===== src/rtl/drs_pkg.sv =====
package drs_pkg;
  typedef enum logic [1:0] {
    MODE_SPREAD = 2'b00,
    MODE_BURST  = 2'b01,
    MODE_EXT    = 2'b10,
    MODE_HOLD   = 2'b11
  } sched_mode_t;
endpackage


===== src/rtl/drs_pacer.sv =====
module drs_pacer
  import drs_pkg::*;
#(
  parameter int unsigned SPREAD_CYC = 25,
  parameter int unsigned WINDOW_CYC = 400,
  parameter int unsigned TMR_W      = 9
) (
  input  logic        clk,
  input  logic        rst_n,
  input  sched_mode_t mode,
  input  logic        ext_tick,
  output logic        tick_spread,
  output logic        tick_window,
  output logic        ext_rise
);
  localparam logic [TMR_W-1:0] SPREAD_LAST = TMR_W'(SPREAD_CYC - 1);
  localparam logic [TMR_W-1:0] WINDOW_LAST = TMR_W'(WINDOW_CYC - 1);

  logic [TMR_W-1:0] timer_q, timer_d;
  sched_mode_t      mode_q;
  logic             ext_q;
  logic             mode_changed;
  logic             at_limit;

  always_comb begin
    mode_changed = (mode != mode_q);
    at_limit     = 1'b0;
    tick_spread  = 1'b0;
    tick_window  = 1'b0;
    timer_d      = '0;
    if (!mode_changed) begin
      unique case (mode)
        MODE_SPREAD: begin
          at_limit    = (timer_q == SPREAD_LAST);
          tick_spread = at_limit;
          timer_d     = at_limit ? '0 : timer_q + 1'b1;
        end
        MODE_BURST: begin
          at_limit    = (timer_q == WINDOW_LAST);
          tick_window = at_limit;
          timer_d     = at_limit ? '0 : timer_q + 1'b1;
        end
        default: timer_d = '0;
      endcase
    end
    ext_rise = ext_tick && !ext_q && (mode == MODE_EXT);
  end

  always_ff @(posedge clk or negedge rst_n) begin
    if (!rst_n) begin
      timer_q <= '0;
      mode_q  <= MODE_SPREAD;
      ext_q   <= 1'b0;
    end else begin
      timer_q <= timer_d;
      mode_q  <= mode;
      ext_q   <= ext_tick;
    end
  end

  AST_TIMER_BOUND: assert property (@(posedge clk) disable iff (!rst_n)
    timer_q <= WINDOW_LAST) else $error("timer out of range");
  AST_TICK_EXCLUSIVE: assert property (@(posedge clk) disable iff (!rst_n)
    !(tick_spread && tick_window)) else $error("two ticks at once");
  AST_MODE_RESTART: assert property (@(posedge clk) disable iff (!rst_n)
    (mode != mode_q) |=> (timer_q == '0)) else $error("timer not restarted");
endmodule


===== src/rtl/drs_backlog.sv =====
module drs_backlog #(
  parameter int unsigned ROWS           = 16,
  parameter int unsigned QUEUE_MAX      = 4,
  parameter int unsigned ROWS_PER_PULSE = 5,
  parameter int unsigned PEND_W         = 5
) (
  input  logic clk,
  input  logic rst_n,
  input  logic tick_spread,
  input  logic tick_window,
  input  logic ext_rise,
  input  logic grant,
  output logic owed,
  output logic accept,
  output logic done,
  output logic overflow
);
  localparam logic [PEND_W-1:0] CAP_V   = PEND_W'(QUEUE_MAX);
  localparam logic [PEND_W-1:0] BURST_V = PEND_W'(ROWS);
  localparam logic [PEND_W-1:0] PULSE_V = PEND_W'(ROWS_PER_PULSE);

  logic [PEND_W-1:0] pend_q, pend_d, remain;
  logic              ovf_q, ovf_d;
  logic              done_q, done_d;

  always_comb begin
    owed   = (pend_q != '0);
    accept = owed && grant;
    remain = accept ? pend_q - 1'b1 : pend_q;
    pend_d = remain;
    ovf_d  = ovf_q;
    if (tick_spread) begin
      if (remain >= CAP_V) ovf_d  = 1'b1;
      else                 pend_d = remain + 1'b1;
    end else if (tick_window || ext_rise) begin
      if (remain != '0)     ovf_d  = 1'b1;
      else if (tick_window) pend_d = BURST_V;
      else                  pend_d = PULSE_V;
    end
    done_d = accept && (pend_d == '0);
  end

  always_ff @(posedge clk or negedge rst_n) begin
    if (!rst_n) begin
      pend_q <= '0;
      ovf_q  <= 1'b0;
      done_q <= 1'b0;
    end else begin
      pend_q <= pend_d;
      ovf_q  <= ovf_d;
      done_q <= done_d;
    end
  end

  assign done     = done_q;
  assign overflow = ovf_q;

  AST_OVF_STICKY: assert property (@(posedge clk) disable iff (!rst_n)
    ovf_q |=> ovf_q) else $error("overflow cleared");
  AST_DONE_IDLE: assert property (@(posedge clk) disable iff (!rst_n)
    done_q |-> !owed) else $error("done while owed");
  AST_REQ_HOLD: assert property (@(posedge clk) disable iff (!rst_n)
    (owed && !grant) |=> owed) else $error("request dropped without grant");
  AST_NO_OVERFLOW: assert property (@(posedge clk) disable iff (!rst_n)
    (tick_spread && !accept && pend_q >= CAP_V) |=> ovf_q) else $error("full backlog missed");
  AST_LOAD_CLASH: assert property (@(posedge clk) disable iff (!rst_n)
    ((tick_window || ext_rise) && owed && !grant) |=> ovf_q) else $error("load clash missed");
endmodule


===== src/rtl/drs_rowptr.sv =====
module drs_rowptr #(
  parameter int unsigned ROWS  = 16,
  parameter int unsigned ROW_W = 4
) (
  input  logic             clk,
  input  logic             rst_n,
  input  logic             advance,
  output logic [ROW_W-1:0] row
);
  localparam logic [ROW_W-1:0] LAST_ROW = ROW_W'(ROWS - 1);

  logic [ROW_W-1:0] row_q, row_d;

  always_comb begin
    row_d = row_q;
    if (advance) row_d = (row_q == LAST_ROW) ? '0 : row_q + 1'b1;
  end

  always_ff @(posedge clk or negedge rst_n) begin
    if (!rst_n)       row_q <= '0;
    else if (advance) row_q <= row_d;
  end

  assign row = row_q;

  AST_ROW_RANGE: assert property (@(posedge clk) disable iff (!rst_n)
    row_q <= LAST_ROW) else $error("row out of range");
  AST_ROW_HOLD: assert property (@(posedge clk) disable iff (!rst_n)
    !advance |=> $stable(row_q)) else $error("row moved without grant");
endmodule


===== src/rtl/dram_refresh_sched.sv =====
module dram_refresh_sched
  import drs_pkg::*;
#(
  parameter int unsigned CLK_KHZ        = 200000,
  parameter int unsigned RETENTION_US   = 64000,
  parameter int unsigned ROWS           = 8192,
  parameter int unsigned QUEUE_MAX      = 8,
  parameter int unsigned ROWS_PER_PULSE = 2048,
  localparam int unsigned ROW_W         = $clog2(ROWS)
) (
  input  logic             clk,
  input  logic             rst_n,
  input  logic [1:0]       mode,
  input  logic             ext_tick,
  input  logic             ref_grant,
  output logic             ref_req,
  output logic [ROW_W-1:0] ref_row,
  output logic             ref_done,
  output logic             ref_overflow
);
  localparam longint unsigned WIN_CYC = (64'(CLK_KHZ) * 64'(RETENTION_US)) / 64'd1000;
  localparam longint unsigned SPR_CYC = WIN_CYC / 64'(ROWS);
  localparam int unsigned TMR_W  = $clog2(WIN_CYC + 1);
  localparam int unsigned MAX_A  = (ROWS > QUEUE_MAX) ? ROWS : QUEUE_MAX;
  localparam int unsigned MAX_P  = (MAX_A > ROWS_PER_PULSE) ? MAX_A : ROWS_PER_PULSE;
  localparam int unsigned PEND_W = $clog2(MAX_P + 1);

  sched_mode_t mode_e;
  logic        tick_spread, tick_window, ext_rise, accept;

  assign mode_e = sched_mode_t'(mode);

  drs_pacer #(
    .SPREAD_CYC (int'(SPR_CYC)),
    .WINDOW_CYC (int'(WIN_CYC)),
    .TMR_W      (TMR_W)
  ) u_pacer (
    .clk         (clk),
    .rst_n       (rst_n),
    .mode        (mode_e),
    .ext_tick    (ext_tick),
    .tick_spread (tick_spread),
    .tick_window (tick_window),
    .ext_rise    (ext_rise)
  );

  drs_backlog #(
    .ROWS           (ROWS),
    .QUEUE_MAX      (QUEUE_MAX),
    .ROWS_PER_PULSE (ROWS_PER_PULSE),
    .PEND_W         (PEND_W)
  ) u_backlog (
    .clk         (clk),
    .rst_n       (rst_n),
    .tick_spread (tick_spread),
    .tick_window (tick_window),
    .ext_rise    (ext_rise),
    .grant       (ref_grant),
    .owed        (ref_req),
    .accept      (accept),
    .done        (ref_done),
    .overflow    (ref_overflow)
  );

  drs_rowptr #(
    .ROWS  (ROWS),
    .ROW_W (ROW_W)
  ) u_rowptr (
    .clk     (clk),
    .rst_n   (rst_n),
    .advance (accept),
    .row     (ref_row)
  );

  AST_FALL_NEEDS_GRANT: assert property (@(posedge clk) disable iff (!rst_n)
    $fell(ref_req) |-> $past(ref_grant)) else $error("request fell without grant");
  AST_HOLD_NO_RISE: assert property (@(posedge clk) disable iff (!rst_n)
    (mode_e == MODE_HOLD && $past(mode_e == MODE_HOLD)) |-> !$rose(ref_req))
    else $error("new work in hold mode");
endmodule


===== config.mk =====
export PLATFORM = sky130hd
export DESIGN_NAME = dram_refresh_sched
export DESIGN_NICKNAME = d
export VERILOG_FILES = /design/src/rtl/drs_pkg.sv /design/src/rtl/drs_pacer.sv /design/src/rtl/drs_backlog.sv /design/src/rtl/drs_rowptr.sv /design/src/rtl/dram_refresh_sched.sv
export SDC_FILE = /design/constraint.sdc
export NUM_CORES = 1
export LEC_CHECK = 0
export ABC_AREA = 1
export CAP_MARGIN = 20
export CORE_ASPECT_RATIO = 2
export CORE_MARGIN = 2
export CORE_UTILIZATION = 60
export CTS_CLUSTER_DIAMETER = 100
export DETAILED_ROUTE_END_ITERATION = 6
export HOLD_SLACK_MARGIN = 0.06
export PLACE_DENSITY = 0.86
export SKIP_LAST_GASP = 1
export SYNTH_ARGS = -nofsm -noshare
export SYNTH_HDL_FRONTEND = slang
export SYNTH_SLANG_ARGS = --single-unit

===== constraint.sdc =====
create_clock -name clk -period 6.1 [get_ports clk]
set_input_delay 0.61 -clock clk [delete_from_list [all_inputs] [get_ports clk]]
set_output_delay 0.61 -clock clk [all_outputs]
set_load 0.05 [all_outputs]

# ---- Yosys cells after proc, flatten, opt, wreduce, memory -nomap -nowiden
# Index checks and enable logic that the tools add are counted.
# Widths: inputs -> output; s select.
dict set report totals {
  out_inout_bits 16
  reg_bits 56
  input_bits 6
}
dict set report op_classes {
  addsub 4
  mux 19
  eq_ne 7
  n_reduce_logical 13
  order_cmp 1
}
# operator n
set op_table {}
lappend op_table {{$mux 14} 6}
lappend op_table {{$mux 24} 3}
lappend op_table {{$pmux 24 s2} 1}
lappend op_table {{$reduce_bool 14->1} 2}
lappend op_table {{$add 24x1->24 const B} 1}
lappend op_table {{$eq 24x11->1 const B} 1}
lappend op_table {{$eq 24x24->1 const B} 1}
lappend op_table {{$add 14x1->14 const B} 1}
lappend op_table {{$ge 14x4->1 const B} 1}
lappend op_table {{$logic_not 14->1} 1}
lappend op_table {{$sub 14x1->14 const B} 1}
lappend op_table {{$add 13x1->13 const B} 1}
lappend op_table {{$eq 13x13->1 const B} 1}
lappend op_table {{$mux 13} 1}
lappend op_table {{$mux 1} 8}
lappend op_table {{$logic_and 1x1->1} 4}
lappend op_table {{$reduce_bool 2->1} 2}
lappend op_table {{$reduce_and 3->1} 1}
lappend op_table {{$eq 2x1->1 const B} 1}
lappend op_table {{$eq 2x2->1 const B} 1}
lappend op_table {{$logic_not 2->1} 1}
lappend op_table {{$ne 2x1->1 const B} 1}
lappend op_table {{$ne 2x2->1} 1}
lappend op_table {{$logic_not 1->1} 1}
lappend op_table {{$logic_or 1x1->1} 1}

# ---- Logic depth before layout (Yosys ltp)
# Gate-level depths: netlist of the first run.
dict set report depth {
  ltp_word 9
  depth_mapped 22
}

# ---- Hierarchy
# Synthesis of the first run repeated with hierarchy kept, for this count alone.
dict set report hier_totals {
  hier_cells 501
  hier_area_um2 3679.8
}
# module cells_per_inst seq_area_each_um2 n_inst area_each_um2
set modules_own_cells {}
lappend modules_own_cells {drs_pacer 209 675.6 1 1565.3}
lappend modules_own_cells {drs_backlog 198 400.4 1 1392.6}
lappend modules_own_cells {drs_rowptr 94 325.3 1 721.9}

# ---- Worst setup path before layout of the first run
# Ideal clock, no wire load.
dict set report synth_timing {
  kind {register -> register}
  startpoint {reg u_backlog.pend_q[0]}
  endpoint {reg u_backlog.done_q, in the netlist u_backlog.done}
  path_buffers 2
  t_arrival_ns 2.386
  setup_ns 0.072
  setup_slack_ns 3.642
  stages_incl_launch_ff 21
  t_required_ns 6.028
  cell_sequence {dfrtp_1 inv_2 ha_1 nand2_2 nor2_4 nand2_4 nand2_4 buf_6 buf_2 xor2_2 ha_1 inv_1 nor2_1 nand2_1 nor2_1 nand3_1 nand3_1 nand2_1 nor2_1 nand4_1 nor2_1}
}
dict set report synth_between {
  elab_chain_len 9
}
# item line_no
set synth_rtl {}
lappend synth_rtl {{start, declared} drs_backlog.sv:22} ;# logic [PEND_W-1:0] pend_q, pend_d, remain;
lappend synth_rtl {{start signal, assigned} drs_backlog.sv:49} ;# pend_q <= pend_d;
lappend synth_rtl {{branches (longest 2 deep; another with $sub 14x1->14)} -}
lappend synth_rtl {{$mux 14 (*)} drs_backlog.sv:29} ;# remain = accept ? pend_q - 1'b1 : pend_q;
lappend synth_rtl {{branches (longest 3 deep; another with $add 14x1->14)} -}
lappend synth_rtl {{$mux 14 (*)} drs_backlog.sv:32} ;# if (tick_spread) begin
lappend synth_rtl {{named net u_backlog.pend_d[0]} drs_backlog.sv:22}
lappend synth_rtl {{$logic_not 14->1 (*)} drs_backlog.sv:40} ;# done_d = accept && (pend_d == '0);
lappend synth_rtl {{$logic_and 1x1->1 (*)} drs_backlog.sv:40}
lappend synth_rtl {{named net u_backlog.done_d} drs_backlog.sv:24} ;# logic done_q, done_d;
lappend synth_rtl {{end signal, assigned} drs_backlog.sv:51} ;# done_q <= done_d;
lappend synth_rtl {{end, declared} drs_backlog.sv:24}
# Mark *: on every way through the listed nets, which the timed path passes.
# A chain may end at the register's enable or synchronous reset.

# ---- Worst setup path in the final report of the first run
dict set report layout_timing {
  startpoint {reg u_backlog.pend_q[4]}
  endpoint {out ref_req}
}
dict set report layout_between {
  elab_chain_len 1
}
# item line_no
set layout_rtl {}
lappend layout_rtl {{$reduce_bool 14->1} drs_backlog.sv:27} ;# owed = (pend_q != '0);
lappend layout_rtl {{end, declared} dram_refresh_sched.sv:16} ;# output logic ref_req,
# Every way passes these cells.

==> impl_results.md, run 1 <==
* Status: complete, no violations
* Area fraction of the dominant cell type after synthesis at 0.412
* Post-synth EDFFs at 0
* Global route hottest layer: met2
* First-pass GRT wire length at between 10000 and 15000 um
* Initial antenna violation count at 0
* Pwr Density at 361 mW/mm^2
* RSZ-0062 raised after global routing: no
* Psw at 0.601 mW
* Overflow after GRT at 0
* Inserted Clock Buffers at 5
* Initial DRC count at 151
* Hold Crit Class: input pin to asynchronous set/reset pin
* Final critical-path required period at 2690 ps
* Sequential area share after synthesis at 0.412
* Slew @ Worst Pin at 811 ps
* Count of different cell masters after synthesis at 38
* Top-count cell post-synth: nand2_1
* Ports at 22
* Leakage power at 1.70 nW
* Drt wl/cell at 14.8 um
* Pre-CTS WS at 3140 ps
* Max IR drop VDD at 0.363 mV
* Sw Share at 0.443
* Clock buffer depth at 2
* Clock sink total at 56
* Die W at 57.3 um
* Synth warn at 0
* CP Capture Type: output port
* Core area at 0.00547 sq mm
* Grt met1 use at 0.271
* Clock Power Share at 0.181
* Crit path max fanout at 4
* Fin nets at 485
* Final setup fails at 0
* Max-cap violations at 0
* CP Class: register to output port
* Clock skew at 10.9 ps
* Gpl congestion at 0.949
* Post-CTS Setup Bufs at 0
* Worst EP arrival at 2080 ps
* ANT cells at 0
* Leading area contributor after synthesis: dfrtp_1
* Detailed Routing Iterations Pass 1 at 4
* Final slew viol count at 0
* Vias in the first global route at 3010
* Slew margin rel. at 0.458
* Seq pwr share at 0.380
* Area growth, synth to finish at 10.5%
* Syn Area/Cell at 7.56 sq um
* Pint at 0.755 mW
* ANT nets after route at 0
* FF+latch area at 0.00140 sq mm
* Detailed placer's ending HPWL at 6050 um
* DIE AREA at 0.00633 sq mm
* Final WS setup at around 3400 ps
* GR Util met3 at 0.0398
* Final total negative setup slack at 0 ps
* GRT Total Usage at 0.271
* Met2 usage at 0.516
* # fillers at 456
* Synth area leaders: dfrtp_1, nand2_1, nor2_1
* Critical Path RT at approximately 5500 ps
* DR vias/cell at about 5.6
* Row cnt at 38
* Via count at 2997
* PortBufs at 21
* Root Buffer: clkbuf_8
* CTS tree: built
* Prevailing post-synth register cell: dfrtp_1
* Placed Cells at 525
* Die Y-Extent at 111 um
* Worst Setup Start Kind: register
* Hold_buf cts at 0
* Initial core utilization at 0.622
* # DRC at 0
* Clock latency at the later pin of the worst-skew pair at 330 ps
* Area of the mapped netlist at ~0.0034 sq mm
* Reg2reg path depth at 15
* H-tree Lvls at 2
* Peak Freq at 0.371 GHz
* Cell Count, Final, Fillers Out at 533
* Synth cell count leaders: nand2_1, nor2_1, inv_1
* #FFs+latches synth at 56
* Combinational share of power at 0.439
* Post-synthesis cell count at 450
* Fraction of layout cells with a size suffix above 1 at 0.0825
* Reg clk slew, reported paths at 100 ps
* Tcrit/Tclk final at 0.442
* Fin. Hold Viols at 0
* Share of synthesized flip-flops with an asynchronous set or reset at 1.00
* Drt total wl at 7880 um
* Synthesized Nets at roughly 460
* Post-CTS resize count at 0
* Largest net degree at the start of global routing at between 50 and 60
* Multi-input logic area at 0.00173 sq mm
==> critical path: stages, from the launching register on <==
cell and delay, ps:
dfrtp_1 480, nor2_4 190, nand2_4 90, nor2_1 190, nand4_1 100, clkdlybuf4s50_1 710
==> final timing paths <==
| kind | start | endpoint | slack, ps |
|---|---|---|---|
| setup / recovery | u_backlog.pend_q[4] | ref_req | 3410 |
| hold / removal | rst_n | u_rowptr.row[7] | 400 |
| setup reg to reg | u_pacer.timer_q[0] | u_backlog.done | 3450 |
| hold reg to reg | u_pacer.timer_q[0] | u_pacer.timer_q[0] | 520 |
| max in group asynchronous | rst_n | u_pacer.timer_q[17] | 5230 |
| min in group clk | u_pacer.timer_q[0] | u_pacer.timer_q[0] | 520 |
==> layout by cell type (no fill, tap or decap), drive strengths merged, types with 2 or more instances in the layout <==
cell type,Yosys,final
ha,7,7
nand4,21,21
o21ai,12,12
inv,61,61
nor4,12,12
nor2,76,76
nor3b,2,2
xor2,14,14
a21oi,9,9
clkdlybuf4s50,0,20
buf,3,2
clkbuf,4,5
nand3b,2,2
o22ai,2,2
nand3,26,26
dfrtp,56,56
nand2,102,102
or2,2,2
xnor2,7,7
nor3,22,22
a31oi,4,4
==> layer usage <==
metal  routed length (um)  share of wire  vias to the layer above
met2                 4550           0.58                       59
met5                    0              0                        -
li1                     -              -                     1509
met1                 2850           0.36                     1404
met3                  159          0.020                       25
met4                  321          0.041                        0
==> cell families after synthesis <==
logic type,synth area share
XOR/XNOR,0.0563
AO/OA/AOI/OAI,0.0574
flip-flops,0.412
buffers and inverters,0.0805
AND/OR/NAND/NOR,0.368
adder cells (fa/ha/maj),0.0257
==> registers in the layout, indices dropped and copies added, names as in the netlist <==
name,flops
u_backlog.done,1
u_rowptr.row,13
u_pacer.ext_q,1
u_pacer.mode_q,2
u_backlog.overflow,1
u_backlog.pend_q,14
u_pacer.timer_q,24
==> through the flow <==
stage	cell area (sq um)	hold WS [ps]	power (mW)	utilization
detailed placement	3650	491	1.12	0.667
finish	3760	399	1.36	0.688
floorplan	3400	314	0.960	-
global route	3760	468	1.46	0.688
CTS	3760	430	1.36	0.688
global placement	3650	477	1.11	0.667
==> layout make-up <==
type | instances | area share
multi-input combinational | 326 | 0.460
sequential | 56 | 0.373
inverter | 61 | 0.0616
timing repair buffer | 22 | 0.0566
tap | 60 | 0.0200
clock buffer | 5 | 0.0183
clock inverter | 3 | 0.0113
==> power by group through the flow <==
stage	clock network (mW)	logic (mW)	registers, mW
2_1_floorplan	0	0.365	0.595
3_3_place_gp	0	0.593	0.521
3_5_place_dp	0	0.596	0.523
4_1_cts	0.250	0.598	0.515
5_1_grt	0.264	0.669	0.528
6_report	0.245	0.596	0.515
No activity file was read; power rests on OpenSTA's default activity.
==> inputs of run 2 (changes only) <==
--- a/config.mk
+++ b/config.mk
@@ -9,11 +9,11 @@
 export CAP_MARGIN = 20
 export CORE_ASPECT_RATIO = 2
 export CORE_MARGIN = 2
-export CORE_UTILIZATION = 60
+export CORE_UTILIZATION = 59
 export CTS_CLUSTER_DIAMETER = 100
 export DETAILED_ROUTE_END_ITERATION = 6
 export HOLD_SLACK_MARGIN = 0.06
-export PLACE_DENSITY = 0.86
+export PLACE_DENSITY = 0.85
 export SKIP_LAST_GASP = 1
 export SYNTH_ARGS = -nofsm -noshare
 export SYNTH_HDL_FRONTEND = slang
==> constraint.sdc (replaced) <==
create_clock -name clk -period 2.8 [get_ports clk]
set_input_delay 0.28 -clock clk [delete_from_list [all_inputs] [get_ports clk]]
set_output_delay 0.28 -clock clk [all_outputs]
set_load 0.05 [all_outputs]
==> run 2 against run 1 <==
Sequential power rose by 120%; non-clock buffer count grew 5; via count is 3.4% higher; hold slack improved by 51 ps; wire length rose by 5.2%; count of clock-buffer cells in the layout unchanged.
==> impl_results.md, run 2 (same netlist as run 1, synthesis figures left out) <==
* Peak Freq at 0.377 GHz
* Status: complete, no violations
* Overflow after GRT at 0 (unchanged)
* Critical Path RT at 3020 ps (-2470 ps)
* Initial antenna violation count at 0 (unchanged)
* Initial core utilization at 0.601 (-0.0212)
* Ports at 22 (unchanged)
* Max IR drop VDD at 0.714 mV (+97%)
* ANT cells at 0 (unchanged)
* Slew @ Worst Pin at 617 ps (-194 ps)
* GRT Total Usage at 0.276 (+0.00558)
* Clock Power Share at 0.197 (+0.016)
* Reg clk slew, reported paths at 70 ps (-30 ps)
* Initial DRC count at 132 (-13%)
* H-tree Lvls at 2 (unchanged)
* # DRC at 0 (unchanged)
* # fillers at 461 (+1.1%)
* Multi-input logic area at 0.00178 sq mm (+3.0%)
* Most frequent cells in the layout: nand2_1, nor2_1, inv_1
* Core area at 0.00566 sq mm (+3.5%)
* Hold Crit Class: input pin to register
* Clock sink total at 56 (unchanged)
* CTS tree: built
* Final critical-path required period at 2650 ps
* Max reg flops at 24 (unchanged)
* Post-route cell area at 0.00389 sq mm (+3.4%)
* Sw Share at 0.442 (-0.00119)
* Commonest non-fill, non-tap cell in the layout: nand2_1
* Max-cap violations at 0 (unchanged)
* Drt wl/cell at 15.3 um (+3.8%)
* Final core occ at 0.687 (about the same)
* Crit path max fanout at 9 (+5)
* Pint at 1.77 mW (+130%)
* Pwr Density at 816 mW/mm^2 (+130%)
* Fraction of layout cells with a size suffix above 1 at 0.102 (+0.0198)
* DP Area at 0.00366 sq mm (+0.24%)
* Leakage power at 1.75 nW (+2.8%)
* Die Y-Extent at 111 um (+0.81%)
* Fin. Hold Viols at 0 (unchanged)
* Area growth, synth to finish at 14.3%
* RSZ-0062 raised after global routing: yes
* Fin nets at 491 (+1.2%)
* Tcrit/Tclk final at 0.946
* Most flops, register: u_pacer.timer_q
* Via count at 3100 (+3.4%)
* CP Class: register to register
* Largest net degree at the start of global routing at 30 (-47%)
* Worst EP arrival at 2870 ps (+790 ps)
* Vias in the first global route at 3177 (+5.5%)
* Psw at 1.40 mW (+130%)
* Drt total wl at 8280 um (+5.2%)
* Detailed placer's ending HPWL at 6220 um (+2.7%)
* Final slew viol count at 0 (unchanged)
* Clock skew at 10.1 ps (-0.806 ps)
* Total power draw at 3.17 mW (+130%)
* Seq pwr share at 0.353 (-0.027)
* Combinational share of power at 0.449 (+0.010)
* Row cnt at 39 (+2.6%)
* Gpl congestion at 0.986 (+4.0%)
* Slew margin rel. at 0.589 (+0.131)
* PortBufs at 21 (unchanged)
* DIE AREA at 0.00643 sq mm (+1.6%)
* Clock buffer depth at 2 (unchanged)
* Final setup fails at 0 (unchanged)
* ANT nets after route at 0 (unchanged)
* Inserted Clock Buffers at 5 (unchanged)
* CP Capture Type: register
* FF+latch area at 0.00140 sq mm (about the same)
* Detailed Routing Iterations Pass 1 at 4 (unchanged)
* DR vias/cell at 5.74 (+2.1%)
* First-pass GRT wire length at 13800 um (+3.2%)
* Worst Setup Start Kind: register
* Die W at 57.7 um (+0.79%)
* Clock latency at the later pin of the worst-skew pair at 300 ps (-30 ps)
* Root Buffer: clkbuf_16
## run 2: final cells by class
type,instances,share of cell area
Inverter,61,0.0595
Sequential cell,56,0.361
Clock inverter,3,0.00547
Timing Repair Buffer,27,0.0650
Clock buffer,5,0.0322
Multi-Input combinational cell,327,0.458
Tap cell,61,0.0196
## run 2: worst paths after layout
path | start | end | slack (ps) | depth (start not counted)
max in group asynchronous | rst_n | u_backlog.pend_q[0] | 1430 | 3
worst max register to register | u_backlog.pend_q[1] | u_backlog.done | 150 | 19
worst max-delay path | u_backlog.pend_q[1] | u_backlog.done | 150 | 19
worst min register to register | u_pacer.timer_q[0] | u_pacer.timer_q[0] | 500 | 1
worst min-delay path | ext_tick | u_pacer.ext_q | 450 | 1
min in group asynchronous | rst_n | u_pacer.timer_q[5] | 530 | 2
## run 2: timing repair
| item | 4_1_cts | 5_1_grt |
|---|---|---|
| hold endpoints to repair | 27 | 0 |
| setup buffers | 0 | 3 |
| hold buffers | 1 | 0 |
| gates resized for setup | 0 | 9 |
| endpoints found under the setup margin | 0 | 2 |
## run 2: routing by layer
layer,share of wire,vias to the layer above,global-route usage
met2,0.57,69,0.517
met3,0.022,32,0.0441
li1,-,1518,-
met5,0,-,0
met1,0.35,1481,0.270
met4,0.052,0,0.157
## run 2: power by group through the flow
stage,Sequential (mW),Clock [mW],Combinational [mW]
finish,1.12,0.626,1.43
global route,1.14,0.666,1.57
CTS,1.12,0.641,1.33
detailed placement,1.14,0,1.32
global placement,1.13,0,1.29
floorplan,1.30,0,0.795
## run 2: worst max-delay path, cell delays in order (launching register included)
cell	delay, ps
dfrtp_1	400
inv_1	100
ha_1	190
nand2_2	80
nor2_4	120
nand2_4	110
nand2_8	130
o21ai_1	140
inv_1	90
ha_1	140
inv_1	40
nor2_1	120
nand2_1	80
nor2_1	170
nand3_2	120
nand3_1	90
nand2_1	70
nor2_1	120
nand4_1	130
nor2_1	140
## run 2: through the flow
step	std cells	hold WS, ps	setup slack [ps]	setup TNS [ps]
after CTS	536	447	109	0
after floorplan	450	-15.6	342	0
after global placement	527	320	247	0
after detailed placement	527	330	147	0
after global routing	540	468	-69.7	-69.7
final	540	450	150	0
==> inputs of run 3 (changes only) <==
--- a/config.mk
+++ b/config.mk
@@ -6,9 +6,10 @@
 export NUM_CORES = 1
 export LEC_CHECK = 0
 export ABC_AREA = 1
+export ABC_CLOCK_PERIOD_IN_PS = 2800
 export CAP_MARGIN = 20
 export CORE_ASPECT_RATIO = 2
-export CORE_MARGIN = 2
+export CORE_MARGIN = 1
 export CORE_UTILIZATION = 59
 export CTS_CLUSTER_DIAMETER = 100
 export DETAILED_ROUTE_END_ITERATION = 6
==> run 3 against run 2 <==
Wire length shrank 5.6%; clock skew is 2.6 ps lower; sequential cell count unchanged; critical path type unchanged; largest power group unchanged.
==> impl_results.md, run 3 (same netlist as run 1, synthesis figures left out) <==
* Status: complete, no violations
* Critical Path RT at 3060 ps (+40 ps)
* Largest net degree at the start of global routing at 38 (+27%)
* Detailed placer's ending HPWL at 6210 um (-0.17%)
* PortBufs at 21 (unchanged)
* Worst Setup Start Kind: register
* CP Class: register to register
* CTS tree: built
* Inserted Clock Buffers at 5 (unchanged)
* Cell Count, Final, Fillers Out at 535 (-0.93%)
* Clock skew at 7.56 ps (-2.57 ps)
* H-tree Lvls at 2 (unchanged)
* Pre-CTS WS at 108 ps (-39.7 ps)
* Ports at 22 (unchanged)
* CP startpoint: u_backlog.pend_q[0]
* Most flops, register: u_pacer.timer_q
* Root Buffer: clkbuf_8
* Max IR drop VDD at 0.707 mV (-1.0%)
* Row cnt at 38 (-2.6%)
* Initial antenna violation count at 0 (unchanged)
* Worst EP arrival at 2830 ps (-40 ps)
* Fraction of layout cells with a size suffix above 1 at 0.0863 (-0.0160)
* Final critical-path required period at 2570 ps (-82.3 ps)
* Hold Crit Class: input pin to asynchronous set/reset pin
* Drt wl/cell at 14.6 um (-4.7%)
* Crit path max fanout at 20 (+11)
* Pwr Density at 799 mW/mm^2 (-2.0%)
* Slew margin rel. at 0.451 (-0.138)
* Most frequent cells in the layout: nand2_1, nor2_1, inv_1
* Slew @ Worst Pin at 824 ps (+207 ps)
* # DRC at 0 (unchanged)
* Clock buffer depth at 2 (unchanged)
* DR vias/cell at 5.76 (+0.35%)
* GRT Total Usage at 0.286 (+0.00984)
* Detailed Routing Iterations Pass 1 at 4 (unchanged)
* Reg clk slew, reported paths at 100 ps (+30 ps)
* Peak Freq at 0.389 GHz (+3.2%)
* Final WS setup at 232 ps (+82.3 ps)
* Gpl congestion at 0.927 (-6.0%)
* First-pass GRT wire length at 13500 um (-2.5%)
* Max-cap violations at 0 (unchanged)
* FF-to-FF End: u_backlog.done
* DP Area at 0.00366 sq mm (about the same)
* Placed Cells at 526 (-0.19%)
* Fin. Hold Viols at 0 (unchanged)
* Drt total wl at 7820 um (-5.6%)
* ANT nets after route at 0 (unchanged)
* Initial core utilization at 0.622 (+0.0212)
* DIE AREA at 0.00609 sq mm (-5.2%)
* Final slew viol count at 0 (unchanged)
* # fillers at 452 (-2.0%)
* FF-to-FF setup slack at 230 ps (+80 ps)
* Core area at 0.00547 sq mm (-3.4%)
* Max reg flops at 24 (unchanged)
* Die W at 55.7 um (-3.5%)
* CP Capture Type: register
* Final setup fails at 0 (unchanged)
* R2R Path Start: u_backlog.pend_q[0]
* Overflow after GRT at 0 (unchanged)
* Reg2reg path depth at 18 (-1)
* Vias in the first global route at 3077 (-3.1%)
* Area growth, synth to finish at 11.4%
* Hold_buf cts at 0 (-1)
* Clock sink total at 56 (unchanged)
* Clock latency at the later pin of the worst-skew pair at 320 ps (+20 ps)
* Commonest non-fill, non-tap cell in the layout: nand2_1
* Via count at 3082 (-0.58%)
* CP Capture Point: u_backlog.done
* Fin nets at 487 (-0.81%)
* Tcrit/Tclk final at 0.917 (-0.0294)
* Final core occ at 0.693 (+0.00613)
* Die Y-Extent at 109 um (-1.8%)
* Leakage power at 1.71 nW (-2.0%)
* ANT cells at 0 (unchanged)
* Initial DRC count at 125 (-5.3%)
* Post-route cell area at 0.00379 sq mm (-2.5%)
## run 3: area by class of cell
cell class	instances	area, sq um	area share
flip-flops and latches	56	1400	0.370
multi-input cells	326	1740	0.460
clock buffers	6	72.6	0.0191
repair buffers	24	228	0.0601
well taps	60	75.1	0.0198
inverters	61	231	0.0611
clock inverters	2	38.8	0.0102
## run 3: worst min-delay path by stage
stage	end	slack, ps	depth (start not counted)	startpoint
finish	u_pacer.timer_q[2]	50	1	rst_n
CTS	u_pacer.timer_q[2]	70	1	rst_n
global placement	u_pacer.timer_q[2]	430	1	rst_n
floorplan	u_backlog.done	-20	0	rst_n
global route	u_pacer.timer_q[2]	120	1	rst_n
detailed placement	u_pacer.timer_q[2]	420	1	rst_n
## run 3: metrics by stage
step	hold WS, ps	power (mW)	setup TNS (ps)
floorplan	-15.6	2.09	0
global placement	426	2.43	0
detailed placement	419	2.45	0
CTS	68.1	2.99	0
global route	118	3.24	-13.8
finish	47.6	3.03	0
## run 3: timing repair
action                                  CTS  global route
setup buffers                             0             1
gates resized for setup                   0             4
endpoints found under the setup margin    0             1
## run 3: worst max-delay path: stages (launching register included)
cell and delay (ps):
dfrtp_2 450, inv_2 80, ha_1 170, nand2_2 70, nor2_4 120, nand2_4 90, nand2_8 150, inv_4 110
nand2_1 80, nand2_2 70, nor2_2 160, inv_1 90, nor2_4 180, nand3_2 140, nand3_1 110, nand2_1 80
nor2_1 120, nand4_1 110, nor2_1 110
## run 3: where the power goes
part / total [mW] / switching (mW) / internal, mW
clock: 0.539 / 0.268 / 0.270
combinational: 1.37 / 0.903 / 0.463
sequential: 1.12 / 0.171 / 0.953
## run 3: routing by layer
metal,vias to the layer above,global-route usage,share of wire
met5,-,0,0
met3,33,0.0376,0.025
met2,76,0.560,0.58
met4,0,0.184,0.049
li1,1520,-,-
met1,1453,0.272,0.35
